--- config.mk ---
export PLATFORM = sky130hd
export DESIGN_NAME = cap_trim_ctrl
export DESIGN_NICKNAME = d
export VERILOG_FILES = /design/src/rtl/cap_trim_ctrl.sv
export SDC_FILE = /design/constraint.sdc
export NUM_CORES = 1
export LEC_CHECK = 0
export CORE_ASPECT_RATIO = 1.4
export CORE_UTILIZATION = 48
export DETAILED_ROUTE_END_ITERATION = 16
export PLACE_DENSITY = 0.74
export SETUP_SLACK_MARGIN = 0.05
export SLEW_MARGIN = 10
export SYNTH_ARGS = -nofsm -noshare
export SYNTH_HDL_FRONTEND = slang
export SYNTH_SLANG_ARGS = --single-unit
--- constraint.sdc ---
create_clock -name clk -period 2 [get_ports clk]
set_input_delay 0.5 -clock clk [delete_from_list [all_inputs] [get_ports clk]]
set_output_delay 0.5 -clock clk [all_outputs]
set_load 0.02 [all_outputs]
--- src/rtl/cap_trim_ctrl.sv ---
module cap_trim_ctrl #(
  parameter int W     = 11,
  parameter int HI_W  = 2,
  parameter int MID_W = 3,
  parameter int LO_W  = 5
) (
  input  logic             clk,
  input  logic             rst_n,
  input  logic             sclk,
  input  logic             sdat,
  input  logic             hv_pulse,
  output logic [HI_W-1:0]  sel_hi,
  output logic [MID_W-1:0] sel_mid,
  output logic [LO_W-1:0]  sel_lo,
  output logic             rb_data,
  output logic             rb_oe
);
  localparam int LO_LSB  = 1;
  localparam int MID_LSB = LO_LSB + LO_W;
  localparam int HI_LSB  = MID_LSB + MID_W;
  localparam int IW      = $clog2(W);

  logic [W-1:0]  sr, store, src;
  logic          sclk_q, hv_q;
  logic [IW-1:0] pick;
  logic          found;

  wire sclk_rise = sclk & ~sclk_q;
  wire hv_rise   = hv_pulse & ~hv_q;

  always_ff @(posedge clk) begin
    sclk_q <= sclk;
    hv_q   <= hv_pulse;
  end

  always_ff @(posedge clk or negedge rst_n)
    if (!rst_n)         sr <= '0;
    else if (sclk_rise) sr <= {sdat, sr[W-1:1]};

  always_ff @(posedge clk or negedge rst_n)
    if (!rst_n)       store <= '1;
    else if (hv_rise) store <= (&sr) ? '1 : (store & sr);

  assign src     = sclk ? sr : ~store;
  assign sel_hi  = src[HI_LSB  +: HI_W];
  assign sel_mid = src[MID_LSB +: MID_W];
  assign sel_lo  = src[LO_LSB  +: LO_W];

  always_comb begin
    pick  = '0;
    found = 1'b0;
    for (int i = W - 1; i >= 0; i--)
      if (!sr[i]) begin
        pick  = IW'(i);
        found = 1'b1;
      end
  end

  assign rb_oe   = sclk & sdat & ~hv_pulse & found;
  assign rb_data = rb_oe & store[pick];
endmodule

# Word level (Yosys, flattened, before mapping)
# Index checks and enable logic that the tools add are counted.
# W data, S select, Z words.
# classes
mux,26
n_reduce_logical,1
n_lt_le_gt_ge,1
n_bitwise,11
# op_table
cell,n
$mux W4,11
$mux W11,2
$mux W1,12
$and A11 B11 Y11,1
$not A11 Y11,1
$reduce_and A11 Y1,1
$and A1 B1 Y1,6
$lt A4 B5 Y1 const B,1
$bmux W1 S4,1
$not A1 Y1,3
# word_totals
register_bits,24
inputBits,5
output_inout_bits,12

# Longest topological paths before layout
# depth
ltp_word,14
mapped_depth,7

# Worst setup path after synthesis
# No wires, ideal clock.
# synth_path
kind,input -> output
from,input port sclk
to,output port rb_data
stages,5
arrival_ns,2.201
path_slack_ns,-0.701
required_time_ns,1.500
path_cell_list,clkbuf_1 nand2_1 nor3_1 o21ai_0 nor4_1
# synth_between
elab_chain_cells,4
# synth_lines
item,line,text
"start, declared",9,"input logic sclk,"
$and A1 B1 Y1 (3 in series),59,assign rb_oe = sclk & sdat & ~hv_pulse & found;
named net rb_oe,16,output logic rb_oe
$and A1 B1 Y1,60,assign rb_data = rb_oe & store[pick];
"end, declared",15,"output logic rb_data,"
# The timed path passes the listed nets, and every way through them passes these cells.

# Worst setup path in the final report
# layout_path
from,register sr[3]
to,output port rb_data
# layout_between
elab_chain_cells,7
elab_cells_between_ends,12
classes_between,mux (10); bitwise (2)
# layout_lines
item,line,text
"start, declared",23,"logic [W-1:0] sr, store, src;"
"start signal, assigned",38,"else if (sclk_rise) sr <= {sdat, sr[W-1:1]};"
$mux W4 (4 in series),53,if (!sr[i]) begin
$bmux W1 S4,60,
$mux W1 (not written as such),60,
$and A1 B1 Y1 *,60,
# Mark *: on every way between the ends. The rest lies on a longest branch, timed or not. The select of a mux whose other input is x is not followed.

==> metrics <==
Slowest-stage cell, CP=dfrtp_1; Slew headroom=0.809; # rows=21; Tot GR Track Use=0.296; Routed Antenna Nets=0; Critical Path Max Stage Delay=0.38 ns; max-slew violations=0; Yosys top cell by area=dfstp_2; FF+latch count, synth=24; clock buffers created by TritonCTS=3; critical path launch point type=flop; worst slack, placed=-0.725 ns; top layer in use=met4; status=complete, but fails checks; Final period util=1.30; first-pass GRT wire length=slightly below 6 mm; f_max=about 390 MHz; Initial Util=0.511; Hold Path Class=flop to flop; largest net degree at the start of global routing=23; Inserted Diodes=0; cell area power density=808 nW/µm²; root buffer cell=clkbuf_4; yosys warns=0; met2 WL=1.98 mm; I/O pins=17; fin area=1860 µm²; Clock Skews=0.00796 ns; Core Box Area=2420 µm²; routed wire length=approximately 3.6 mm; Peak supply drop=0.656 mV; leakage=between 0.8 and 0.9 nW; # fillers=159; WL met1=around 1.5 mm; Reg clk slew, reported paths=0.14 ns; failing checks=setup timing; Routed WL per cell=roughly 16 µm; Post-synth ARST share=0.917; CTS Sinks=24; Chip Width=about 45 µm; initial antenna violation count=0; Area growth syn-to-layout=50.3%; NumNets Final=193; Remaining Overflow, GRT=0; synthesized net count=135; Port Buffers=16; Syn Inst Count=130; minimum clock period=2.60 ns; syn_area_per_cell=9.50 µm²; DR pass1 iterations=4; vias in the first global route=1,246; routability cong.=approximately 0.93; H-tree Lvls=1; 1st-iter DRT viols=43; Worst path most repeated cell=buf_4; CP Data Required Time=1.50 ns; Post-synth EDFFs=0; Post-DP Area=1690 µm²; final number of hold-violating endpoints=0; setup violators final=2; half-perimeter wire length after placement=2.33 mm; hold_buf cts=0; kind of critical path=flop to primary output; vias per cell=5.49; CP max FO=7; Die H=62.0 µm; critical path capture point type=primary output; routed vias=1,214; DIE AREA=2780 µm²; worst-margin pin slew=0.286 ns; final worst slack=-0.595 ns; RSZ-0062 raised after global routing=true; worst path arrival time=2.10 ns; register area share after synthesis=0.489; clk_lat worst skew=about 0.33 ns; cells along the critical path=buf_4 > buf_6 > and4_4 > o21a_1 > o22ai_2 > nor2_2 > nor3_2 > nor4_4 > buf_4; Cell Area, Synth=~1200 µm²; TritonCTS clock tree=done; top cells by area, synth=dfstp_2, dfrtp_1, o21ai_0, nand2_1, mux2_2; Yosys top cell area share=0.234; commonest register cell after synthesis=dfstp_2; max_cap viols=0; CTS max path bufs=2; layout cells sized above 1=0.487; Yosys cell types=30; DRC viols=0; WL met3=95 µm
[final cells by class]
| cell class | instances | area (µm²) | share of cell area |
|---|---|---|---|
| Multi-Input combinational cell | 93 | 641 | 0.345 |
| Sequential cell | 24 | 606 | 0.326 |
| Clock buffer | 4 | 26.3 | 0.0142 |
| Tap cell | 34 | 42.5 | 0.0229 |
| Inverter | 5 | 18.8 | 0.0101 |
| Timing Repair Buffer | 61 | 522 | 0.281 |
[critical path: cells and delay by family, from the launching register on]
family / cells / cell delay [ns]
AOI/OAI and AO/OA: 2 / 0.30
DFF: 1 / 0.38
buffers and inverters: 3 / 0.42
and+or+nand+nor: 4 / 0.66
[power breakdown]
part	internal (mW)	switching, mW	leakage [nW]
sequential	0.553	0.0631	0.270
combinational	0.338	0.313	0.574
clock	0.0783	0.154	0.0150
[layer usage]
metal  global-route usage  vias up
li1                     -      571
met5                    0        -
met1                0.333      598
met2                0.527       33
met3               0.0434       12
met4                0.177        0
[placed cells by master, fill, tap and decap left out, types with 3 or more instances in the layout]
| cell | count |
|---|---|
| clkdlybuf4s50_1 | 3 |
| nand4_1 | 3 |
| inv_1 | 4 |
| mux2_2 | 7 |
| dlygate4sd2_1 | 7 |
| nand2_1 | 29 |
| buf_4 | 38 |
| clkbuf_4 | 3 |
| dfstp_2 | 11 |
| o21ai_0 | 24 |
| dfrtp_1 | 10 |
| buf_6 | 8 |
[state kept, by name (all words and copies together), names as in the netlist]
signal / count
store: 11
hv_q: 1
sr: 11
sclk_q: 1
[synthesized netlist by cell type (2+ instances only)]
cell type	number
nor3_1	3
mux2i_1	4
dfstp_2	11
dfxtp_1	2
nand2_1	30
o21ai_0	25
clkbuf_1	6
nand4_1	3
nor2_1	2
buf_6	2
dfrtp_1	11
nand3_1	2
nand2b_1	2
inv_1	4
mux2_2	8
[stage by stage]
| stage | hold slack, ns | utilization | instances | power, mW | TNS (ns) |
|---|---|---|---|---|---|
| 2_1_floorplan | 0.204 | - | 130 | 0.892 | -0.156 |
| 3_3_place_gp | 0.475 | 0.701 | 207 | 1.14 | -5.77 |
| 3_5_place_dp | 0.477 | 0.701 | 207 | 1.16 | -6.19 |
| 4_1_cts | 0.495 | 0.760 | 221 | 1.43 | -0.764 |
| 5_1_grt | 0.515 | 0.768 | 221 | 1.57 | -0.946 |
| 6_report | 0.499 | 0.768 | 221 | 1.50 | -0.747 |
[final timing paths]
path | start | to | slack [ns] | cells after the start
worst max register to register | sr[5]$_DFFE_PN0P_ | store[2]$_DFFE_PN1P_ | 0.12 | 7
worst min register to register | store[2]$_DFFE_PN1P_ | store[2]$_DFFE_PN1P_ | 0.50 | 2
worst min-delay path | store[2]$_DFFE_PN1P_ | store[2]$_DFFE_PN1P_ | 0.50 | 2
max in group asynchronous | rst_n | store[9]$_DFFE_PN1P_ | 1.21 | 2
worst max-delay path | sr[3]$_DFFE_PN0P_ | rb_data | -0.60 | 9
min in group asynchronous | rst_n | sr[4]$_DFFE_PN0P_ | 0.51 | 2
[repair_timing]
item / CTS / global route
gates resized for setup: 41 / 17
cloned: 0 / 0
endpoints found under the setup margin: 12 / 12
hold endpoints to repair: 0 / 0
pin swaps: 8 / 9
setup buffers: 11 / 1
[logic make-up (layout without fill, tap and decap cells)]
family	Yosys count	count (layout)	share of synthesized area
and+or+nand+nor	47	47	0.177
AOI/OAI and AO/OA	34	34	0.176
muxes	12	12	0.105
buffers and inverters	13	70	0.0517
DFF	24	24	0.489
Power figures use the tool's default switching activity.
